File: config.mk
export PLATFORM = sky130hd
export DESIGN_NAME = adc_ovs_accum
export DESIGN_NICKNAME = d
export VERILOG_FILES = /design/src/rtl/adc_ovs_pkg.sv /design/src/rtl/adc_ovs_seq.sv /design/src/rtl/adc_ovs_acc.sv /design/src/rtl/adc_ovs_fmt.sv /design/src/rtl/adc_ovs_accum.sv
export SDC_FILE = /design/constraint.sdc
export NUM_CORES = 1
export LEC_CHECK = 0
export BUFFER_PORTS_ARGS = -buffer_cell sky130_fd_sc_hd__buf_2
export CORE_MARGIN = 2
export CORE_UTILIZATION = 61
export CTS_BUF_LIST = sky130_fd_sc_hd__clkbuf_8
export DETAILED_ROUTE_END_ITERATION = 16
export GPL_ROUTABILITY_DRIVEN = 0
export PLACE_DENSITY = 0.81
export SYNTH_ARGS = -nofsm -noshare
export SYNTH_HDL_FRONTEND = slang
export SYNTH_SLANG_ARGS = --single-unit
File: constraint.sdc
create_clock -name clk_i -period 3.5 [get_ports clk_i]
set_input_delay 0.525 -clock clk_i [delete_from_list [all_inputs] [get_ports clk_i]]
set_output_delay 0.525 -clock clk_i [all_outputs]
set_load 0.01 [all_outputs]
File: src/rtl/adc_ovs_pkg.sv
package adc_ovs_pkg;
  localparam int RAW_W     = 12;
  localparam int OUT_W     = 16;
  localparam int RSEL_W    = 3;
  localparam int SHIFT_W   = 4;
  localparam int MAX_SHIFT = 8;
  localparam int CH_W      = 5;

  typedef enum logic {
    TRIG_BURST = 1'b0,
    TRIG_EACH  = 1'b1
  } trig_mode_e;
endpackage

File: src/rtl/adc_ovs_seq.sv
module adc_ovs_seq
  import adc_ovs_pkg::*;
#(
  parameter int CH_W   = 5,
  parameter int RSEL_W = 3,
  parameter int CNT_W  = 1 << RSEL_W
) (
  input  logic              clk_i,
  input  logic              rst_ni,
  input  logic              ovs_en_i,
  input  logic              trig_each_i,
  input  logic [RSEL_W-1:0] ratio_sel_i,
  input  logic [CH_W-1:0]   chan_i,
  input  logic              trig_i,
  input  logic              raw_valid_i,
  output logic              conv_req_o,
  output logic              last_o,
  output logic              clear_o
);
  logic             req_q, req_d;
  logic             pend_q, pend_d;
  logic [CNT_W-1:0] cnt_q, cnt_d;
  logic [CH_W-1:0]  chan_q;
  logic [CNT_W-1:0] last_idx;
  logic             chan_chg, burst_mode;

  always_comb begin
    burst_mode = (trig_mode_e'(trig_each_i) == TRIG_BURST);
    chan_chg   = (chan_i != chan_q);
    clear_o    = !ovs_en_i || chan_chg;
    last_idx   = (CNT_W'(2) << ratio_sel_i) - CNT_W'(1);
    last_o     = !clear_o && raw_valid_i && (cnt_q >= last_idx);
    req_d      = (trig_i && !pend_q) ||
                 (!clear_o && burst_mode && raw_valid_i && !last_o);
    if (req_d)            pend_d = 1'b1;
    else if (raw_valid_i) pend_d = 1'b0;
    else                  pend_d = pend_q;
    if (clear_o)          cnt_d = '0;
    else if (raw_valid_i) cnt_d = last_o ? '0 : cnt_q + CNT_W'(1);
    else                  cnt_d = cnt_q;
  end

  always_ff @(posedge clk_i or negedge rst_ni) begin
    if (!rst_ni) begin
      req_q  <= 1'b0;
      pend_q <= 1'b0;
      cnt_q  <= '0;
      chan_q <= '0;
    end else begin
      req_q  <= req_d;
      pend_q <= pend_d;
      cnt_q  <= cnt_d;
      chan_q <= chan_i;
    end
  end

  assign conv_req_o = req_q;

  AST_NO_REQ_WHILE_WAITING: assert property (@(posedge clk_i) disable iff (!rst_ni)
    (pend_q && !raw_valid_i) |=> !conv_req_o);
  AST_EACH_NO_AUTO_REQ: assert property (@(posedge clk_i) disable iff (!rst_ni)
    (trig_each_i && !trig_i) |=> !conv_req_o);
endmodule

File: src/rtl/adc_ovs_acc.sv
module adc_ovs_acc #(
  parameter int RAW_W = 12,
  parameter int ACC_W = 20
) (
  input  logic             clk_i,
  input  logic             rst_ni,
  input  logic             clear_i,
  input  logic             raw_valid_i,
  input  logic             last_i,
  input  logic [RAW_W-1:0] raw_data_i,
  output logic [ACC_W-1:0] sum_o
);
  logic [ACC_W-1:0] acc_q, acc_d;
  logic [ACC_W:0]   wide_sum;
  logic             add_en;

  always_comb begin
    wide_sum = {1'b0, acc_q} + {{(ACC_W + 1 - RAW_W){1'b0}}, raw_data_i};
    sum_o    = wide_sum[ACC_W-1:0];
    add_en   = raw_valid_i && !clear_i;
    if (clear_i)     acc_d = '0;
    else if (add_en) acc_d = last_i ? '0 : sum_o;
    else             acc_d = acc_q;
  end

  always_ff @(posedge clk_i or negedge rst_ni) begin
    if (!rst_ni) acc_q <= '0;
    else         acc_q <= acc_d;
  end

  AST_NO_OVERFLOW: assert property (@(posedge clk_i) disable iff (!rst_ni)
    add_en |-> !wide_sum[ACC_W]);
endmodule

File: src/rtl/adc_ovs_fmt.sv
module adc_ovs_fmt #(
  parameter int RAW_W     = 12,
  parameter int OUT_W     = 16,
  parameter int ACC_W     = 20,
  parameter int SHIFT_W   = 4,
  parameter int MAX_SHIFT = 8
) (
  input  logic               clk_i,
  input  logic               rst_ni,
  input  logic               ovs_en_i,
  input  logic               raw_valid_i,
  input  logic               last_i,
  input  logic               align_left_i,
  input  logic [SHIFT_W-1:0] shift_i,
  input  logic [RAW_W-1:0]   raw_data_i,
  input  logic [ACC_W-1:0]   sum_i,
  output logic               res_valid_o,
  output logic [OUT_W-1:0]   res_data_o
);
  localparam int PAD_W = OUT_W - RAW_W;

  logic [SHIFT_W-1:0] shift_eff;
  logic [OUT_W-1:0]   value, word_d, data_q;
  logic               valid_d, valid_q;

  always_comb begin
    shift_eff = (shift_i > SHIFT_W'(MAX_SHIFT)) ? SHIFT_W'(MAX_SHIFT) : shift_i;
    if (ovs_en_i) value = OUT_W'(sum_i >> shift_eff);
    else          value = {{PAD_W{1'b0}}, raw_data_i};
    word_d  = align_left_i ? {value[RAW_W-1:0], {PAD_W{1'b0}}} : value;
    valid_d = ovs_en_i ? last_i : raw_valid_i;
  end

  always_ff @(posedge clk_i or negedge rst_ni) begin
    if (!rst_ni) begin
      valid_q <= 1'b0;
      data_q  <= '0;
    end else begin
      valid_q <= valid_d;
      if (valid_d) data_q <= word_d;
    end
  end

  assign res_valid_o = valid_q;
  assign res_data_o  = data_q;

  AST_OVS_SINGLE_PULSE: assert property (@(posedge clk_i) disable iff (!rst_ni)
    (ovs_en_i && $past(ovs_en_i) && res_valid_o) |=> !res_valid_o);
  AST_LEFT_LOW_ZERO: assert property (@(posedge clk_i) disable iff (!rst_ni)
    (valid_d && align_left_i) |=> (res_data_o[PAD_W-1:0] == '0));
endmodule

File: src/rtl/adc_ovs_accum.sv
module adc_ovs_accum
  import adc_ovs_pkg::*;
#(
  parameter int P_RAW_W     = RAW_W,
  parameter int P_OUT_W     = OUT_W,
  parameter int P_RSEL_W    = RSEL_W,
  parameter int P_SHIFT_W   = SHIFT_W,
  parameter int P_MAX_SHIFT = MAX_SHIFT,
  parameter int P_CH_W      = CH_W
) (
  input  logic                 clk_i,
  input  logic                 rst_ni,
  input  logic                 ovs_en_i,
  input  logic [P_RSEL_W-1:0]  ratio_sel_i,
  input  logic [P_SHIFT_W-1:0] shift_i,
  input  logic                 trig_each_i,
  input  logic                 align_left_i,
  input  logic [P_CH_W-1:0]    chan_i,
  input  logic                 trig_i,
  input  logic                 raw_valid_i,
  input  logic [P_RAW_W-1:0]   raw_data_i,
  output logic                 conv_req_o,
  output logic                 res_valid_o,
  output logic [P_OUT_W-1:0]   res_data_o
);
  localparam int CNT_W = 1 << P_RSEL_W;
  localparam int ACC_W = P_RAW_W + CNT_W;

  logic             last_s, clear_s;
  logic [ACC_W-1:0] sum_s;

  adc_ovs_seq #(.CH_W(P_CH_W), .RSEL_W(P_RSEL_W), .CNT_W(CNT_W)) seq_i (
    .clk_i(clk_i), .rst_ni(rst_ni), .ovs_en_i(ovs_en_i),
    .trig_each_i(trig_each_i), .ratio_sel_i(ratio_sel_i), .chan_i(chan_i),
    .trig_i(trig_i), .raw_valid_i(raw_valid_i), .conv_req_o(conv_req_o),
    .last_o(last_s), .clear_o(clear_s)
  );

  adc_ovs_acc #(.RAW_W(P_RAW_W), .ACC_W(ACC_W)) acc_i (
    .clk_i(clk_i), .rst_ni(rst_ni), .clear_i(clear_s),
    .raw_valid_i(raw_valid_i), .last_i(last_s), .raw_data_i(raw_data_i),
    .sum_o(sum_s)
  );

  adc_ovs_fmt #(.RAW_W(P_RAW_W), .OUT_W(P_OUT_W), .ACC_W(ACC_W),
                .SHIFT_W(P_SHIFT_W), .MAX_SHIFT(P_MAX_SHIFT)) fmt_i (
    .clk_i(clk_i), .rst_ni(rst_ni), .ovs_en_i(ovs_en_i),
    .raw_valid_i(raw_valid_i), .last_i(last_s), .align_left_i(align_left_i),
    .shift_i(shift_i), .raw_data_i(raw_data_i), .sum_i(sum_s),
    .res_valid_o(res_valid_o), .res_data_o(res_data_o)
  );
endmodule

**Word-level counts from Yosys, hierarchy flattened**

Cells that the tools add are included.

- Bits in registers: 52
- Input port bits: 31
- Output and inout port bits: 18

- Add/subtract/negate cells: 3
- Magnitude comparators: 2
- Equal/unequal tests: 1
- Shift-type cells: 2
- Mux-type cells: 12
- Bitwise operators: 1
- Reductions and logical operators: 15

Operators by type and width:

| cell | count |
|---|---|
| $mux W20 | 3 |
| $mux W16 | 2 |
| $mux W8 | 3 |
| $add A20 B12 Y20 | 1 |
| $shr A20 B4 Y16 | 1 |
| $add A8 B1 Y8 const B | 1 |
| $ge A8 B8 Y1 | 1 |
| $shl A2 B3 Y8 const A | 1 |
| $sub A8 B2 Y8 const B | 1 |
| $logic_and A1 B1 Y1 | 6 |
| $reduce_bool A2 Y1 | 3 |
| $ne A5 B5 Y1 | 1 |
| $gt A4 B4 Y1 const B | 1 |
| $logic_not A1 Y1 | 4 |
| $mux W4 | 1 |
| $mux W1 | 3 |
| $logic_or A1 B1 Y1 | 2 |
| $not A1 Y1 | 1 |

**Depth between registers and ports, before layout**

- Word-level depth: 9
- Mapped depth: 17
- Gate-level depth less buffers: 15

**By module**

A second synthesis with hierarchy kept.

- Cells, all modules: 468
- Area total of the unflattened synthesis: 4305.4 sq um

Modules (own cells, without submodules):

| module | instances | cells each | area each (sq um) |
|---|---|---|---|
| adc_ovs_fmt | 1 | 201 | 1833.0 |
| adc_ovs_acc | 1 | 166 | 1539.0 |
| adc_ovs_seq | 1 | 101 | 933.4 |

**Worst setup path before layout**

No wires, ideal clock.

- Path type: input -> register
- From: in ratio_sel_i[2]
- To: reg acc_i.acc_q[14]
- Library setup time: 110 ps
- Data arrival time: 3300 ps
- Data required time: 3390 ps
- Setup slack: 90 ps
- Stages: 11
- Cells stage by stage: or3_1 ha_1 clkbuf_1 xor2_1 ha_1 a21o_1 a2111oi_2 nor2_1 or4_1 buf_2 o41ai_1

- Longest elaborated chain between the ends: 7

Ends and longest elaborated chain:

| what | line | text |
|---|---|---|
| start, declared | adc_ovs_accum.sv:14 | `input logic [P_RSEL_W-1:0] ratio_sel_i,` |
| $shl A2 B3 Y8 | adc_ovs_seq.sv:31 | `last_idx = (CNT_W'(2) << ratio_sel_i) - CNT_W'(1);` |
| $sub A8 B2 Y8 | adc_ovs_seq.sv:31 |  |
| $ge A8 B8 Y1 | adc_ovs_seq.sv:32 | `last_o = !clear_o && raw_valid_i && (cnt_q >= last_idx);` |
| $logic_and A1 B1 Y1 | adc_ovs_seq.sv:32 |  |
| $mux W20 (2 in a row) | adc_ovs_acc.sv:22 | `else if (add_en) acc_d = last_i ? '0 : sum_o;` |
| $mux W20 | adc_ovs_acc.sv:21 | `if (clear_i) acc_d = '0;` |
| end signal, assigned | adc_ovs_acc.sv:27 | `if (!rst_ni) acc_q <= '0;` |
| end signal, assigned | adc_ovs_acc.sv:28 | `else acc_q <= acc_d;` |
| end, declared | adc_ovs_acc.sv:13 | `logic [ACC_W-1:0] acc_q, acc_d;` |

No other way between the ends. The select of a mux whose other input is x is not followed.
A chain may end at the register's enable or synchronous reset.

**Worst setup path in the final report**

- From: reg acc_i.acc_q[0]
- To: reg fmt_i.data_q[14] (netlist: fmt_i.res_data_o[14])

- Longest elaborated chain between the ends: 4

Ends and longest elaborated chain:

| what | line | text |
|---|---|---|
| $add A20 B12 Y20 | adc_ovs_acc.sv:18 | `wide_sum = {1'b0, acc_q} + {{(ACC_W + 1 - RAW_W){1'b0}}, raw_data_i};` |
| $shr A20 B4 Y16 | adc_ovs_fmt.sv:28 | `if (ovs_en_i) value = OUT_W'(sum_i >> shift_eff);` |
| $mux W16 | adc_ovs_fmt.sv:28 |  |
| $mux W16 | adc_ovs_fmt.sv:30 | `word_d = align_left_i ? {value[RAW_W-1:0], {PAD_W{1'b0}}} : value;` |
| end signal, assigned | adc_ovs_fmt.sv:40 | `if (valid_d) data_q <= word_d;` |
| end, declared | adc_ovs_fmt.sv:23 | `logic [OUT_W-1:0] value, word_d, data_q;` |

No other way between the ends.

==> flow_summary.toml <==
[pwr]
p_leak_nw = 2.35
powerDensity_nw_per_um2 = 295
peakVddDrop_mv = 0.167

[sta]
tightest_slew_ns = 0.733
finalWorstSetupSlack_ns = 0.156
fmax_ghz = 0.299
post-route-period-util_pct = 95.6
hold_violations = 0
timing.slew.headroom_pct = 51.0
period_needed_ns = 3.34
fin_worst_skew_ns = 0.00771
setup_viol = 0
drv_slew = 0
grt_setup_unrepaired = "no"

[grt]
grt_pass1_vias = 4169
grt_antenna_before_repair = 0
groute.usage.overall_pct = 32.1
grt_first_pass_wirelength_um = 19300
grt_max_degree = 32
overflow = 0

[critical_path]
reg2reg_to = "fmt_i.res_data_o[14]"
worstSetupPathType = "register to register"
critical_path_arrival_ns = 3.60
r2r_setup_slack_ns = 0.16
start_kind = "register"
cp-end-kind = "register"
rr_worst_depth = 12
crit_required_ns = 3.76
cp_max_fo = 5
r2r_start = "acc_i.acc_q[0]"

[logic_synthesis]
syn_area_um2 = 4180
synth_edf_count = 0
seq_area_frac_synth_pct = 31.1
yosysWarnings = 0
synth_ff_type = "dfrtp_1"
ys_top_cells_by_area = "dfrtp_1 31%, nand2_1 6.4%, ha_1 6.3%, o21ai_0 5.7%, nor2_1 4.0%"
ys_seq_elements = 52
synth.distinct_cells = 63
yosysTopAreaCell = "dfrtp_1"
synthArstFlopShare_pct = 100
synth_nets = 559
synth_top_area_share_pct = 31.1
synth_cells = 506
syn_avg_cell_area_um2 = 8.27

[die]
die_w_um = 86.8
die_y_um = 86.8
rows = 30
dieArea_um2 = 7540
core_area_um2 = 6720
start_util_pct = 62.3
io_pins = 49

[cts]
cts_sinks = 52
cts_tree = "built"
path_clk_slew_ns = 0.10
holdBufCountCts = 0
insertion_delay_ns = 0.31
clock_path_buffers = 2
clock-root-buffer = "clkbuf_8"
numCtsBuffers = 5
cts_max_level = 2

[routing]
wl_um = 11900
post_drt_wl_per_cell_um = 18.2
via_per_inst = 6.79
drc = 0
drtPass1Iterations = 5
vias = 4435
drt-initial-drc-count = 438
final_antenna_net_count = 0

[finish]
fin_area_um2 = 4830
layout-drive-gt1-share_pct = 18.7
final_nets = 625
diodes = 0
area_delta_synth_final_pct = 15.5
fin_util_pct = 71.9

[flow_run]
cap_violations = 0

[hold_path]
hold_class = "input port to asynchronous set/reset pin"

[outcome]
status = "complete, no violations"

[placed_design]
preCtsSetupSlack_ns = -0.139
port_buffers = 48
placed_cell_area_um2 = 4720
hpwl_um = 9150
==> power breakdown <==
| part | switching (mW) | total (mW) | internal, mW |
|---|---|---|---|
| combinational | 0.208 | 0.354 | 0.146 |
| clock | 0.204 | 0.414 | 0.210 |
| sequential | 0.0188 | 0.658 | 0.639 |
==> routing by layer <==
metal  GRT usage (%)  up-vias  wire length (um)
li1                -     2039                 -
met1            39.8     2070              4830
met2            54.5      280              5610
met3            4.48       46               929
met4            15.5        0               504
met5               0        -                 0
==> cells by family after synthesis <==
logic type	count (synthesis)	share of synthesized area [%]
AO/OA/AOI/OAI	187	31.1
XOR/XNOR	25	5.23
adder cells (fa/ha/maj)	22	6.76
buffers and inverters	40	3.74
flip-flops	52	31.1
multiplexers	13	4.01
AND/OR/NAND/NOR	167	18.0
==> worst max-delay path by stage <==
stage | to | slack [ns] | depth (start not counted) | startpoint
global placement | acc_i.acc_q[14] | 0.01 | 11 | ratio_sel_i[2]
detailed placement | acc_i.acc_q[14] | -0.14 | 11 | ratio_sel_i[2]
CTS | fmt_i.res_data_o[11] | 0.16 | 11 | acc_i.acc_q[0]
finish | fmt_i.res_data_o[14] | 0.16 | 12 | acc_i.acc_q[0]
floorplan | acc_i.acc_q[14] | 0.09 | 11 | ratio_sel_i[2]
global route | fmt_i.res_data_o[14] | 0.007 | 11 | acc_i.acc_q[0]
==> placed cells by master, fill, tap and decap left out, types with 3 or more instances in the layout <==
master / netlist / routed
o21ai_0: 48 / 48
and2_1: 10 / 10
o31ai_1: 4 / 4
o2111ai_1: 3 / 3
buf_4: 0 / 36
nor3_1: 6 / 6
a22o_1: 13 / 13
a22oi_1: 3 / 3
ha_1: 21 / 21
mux2i_1: 10 / 10
buf_2: 5 / 48
xnor2_1: 11 / 11
a31oi_1: 7 / 7
a221o_1: 3 / 3
nor2b_1: 3 / 3
o21a_1: 3 / 3
nand2_1: 71 / 71
mux4_2: 3 / 3
xor2_1: 14 / 14
a21oi_1: 23 / 23
o211ai_1: 12 / 12
nand3_1: 4 / 4
or3_1: 3 / 3
nor2_1: 45 / 45
o22ai_1: 8 / 8
inv_1: 13 / 14
a211o_1: 4 / 4
o221ai_1: 7 / 7
and3_1: 6 / 6
a211oi_1: 13 / 13
nand4_1: 9 / 9
a21o_1: 9 / 9
clkbuf_8: 0 / 5
dfrtp_1: 52 / 52
==> worst max-delay path: stages (launching register included) <==
cell and delay [ns]:
dfrtp_1 0.40, ha_1 0.22, fa_1 0.41, a21o_1 0.19, a221o_1 0.39, a21o_1 0.23, a21boi_4 0.17, xnor2_1 0.18
buf_4 0.17, nand2_1 0.12, a311oi_1 0.51, or3_1 0.18, a211o_1 0.11
==> per-stage QoR <==
stage	setup TNS (ns)	power (mW)	instances	hold WS, ns
2_1_floorplan	0	0.874	506	0.229
3_3_place_gp	0	1.00	645	0.460
3_5_place_dp	-0.548	1.01	645	0.464
4_1_cts	0	1.42	653	0.165
5_1_grt	0	1.49	653	0.198
6_report	0	1.43	653	0.144
==> registers in the layout, indices dropped and copies added, names as in the netlist <==
signal             flops
seq_i.cnt_q            8
acc_i.acc_q           20
seq_i.conv_req_o       1
seq_i.pend_q           1
fmt_i.res_data_o      16
seq_i.chan_q           5
fmt_i.res_valid_o      1
==> synth_stat cells (3+ instances only) <==
cell type,n
o21ai_0,48
o211ai_1,12
a21o_1,9
nor3_1,6
o22ai_1,8
o2111ai_1,3
o21a_1,3
a311oi_1,3
and3_1,6
mux2i_1,10
nor2b_1,3
o221ai_1,7
a22o_1,13
a21oi_1,23
clkbuf_1,20
a31oi_1,7
a22oi_1,3
buf_2,5
nand3_1,4
o31ai_1,4
a211oi_1,13
a221o_1,3
nand4_1,9
or3_1,3
ha_1,21
a211o_1,4
inv_1,13
xnor2_1,11
xor2_1,14
mux4_2,3
and2_1,10
dfrtp_1,52
nor2_1,45
nand2_1,71
==> layout make-up <==
type / count / area (um2)
clock buffers: 5 / 68.8
well taps: 80 / 100
flip-flops and latches: 52 / 1300
repair buffers: 85 / 531
multi-input cells: 414 / 2740
inverters: 14 / 52.6
fillers: 536 / 1890
clock inverters: 3 / 38.8
==> timing repair <==
| item | 4_1_cts | 5_1_grt |
|---|---|---|
| setup endpoints to repair | 0 | 6 |
| gates resized for setup | 0 | 1 |
| buffers inserted | 0 | 0 |
Note: power is estimated with default switching activity, not from simulation.
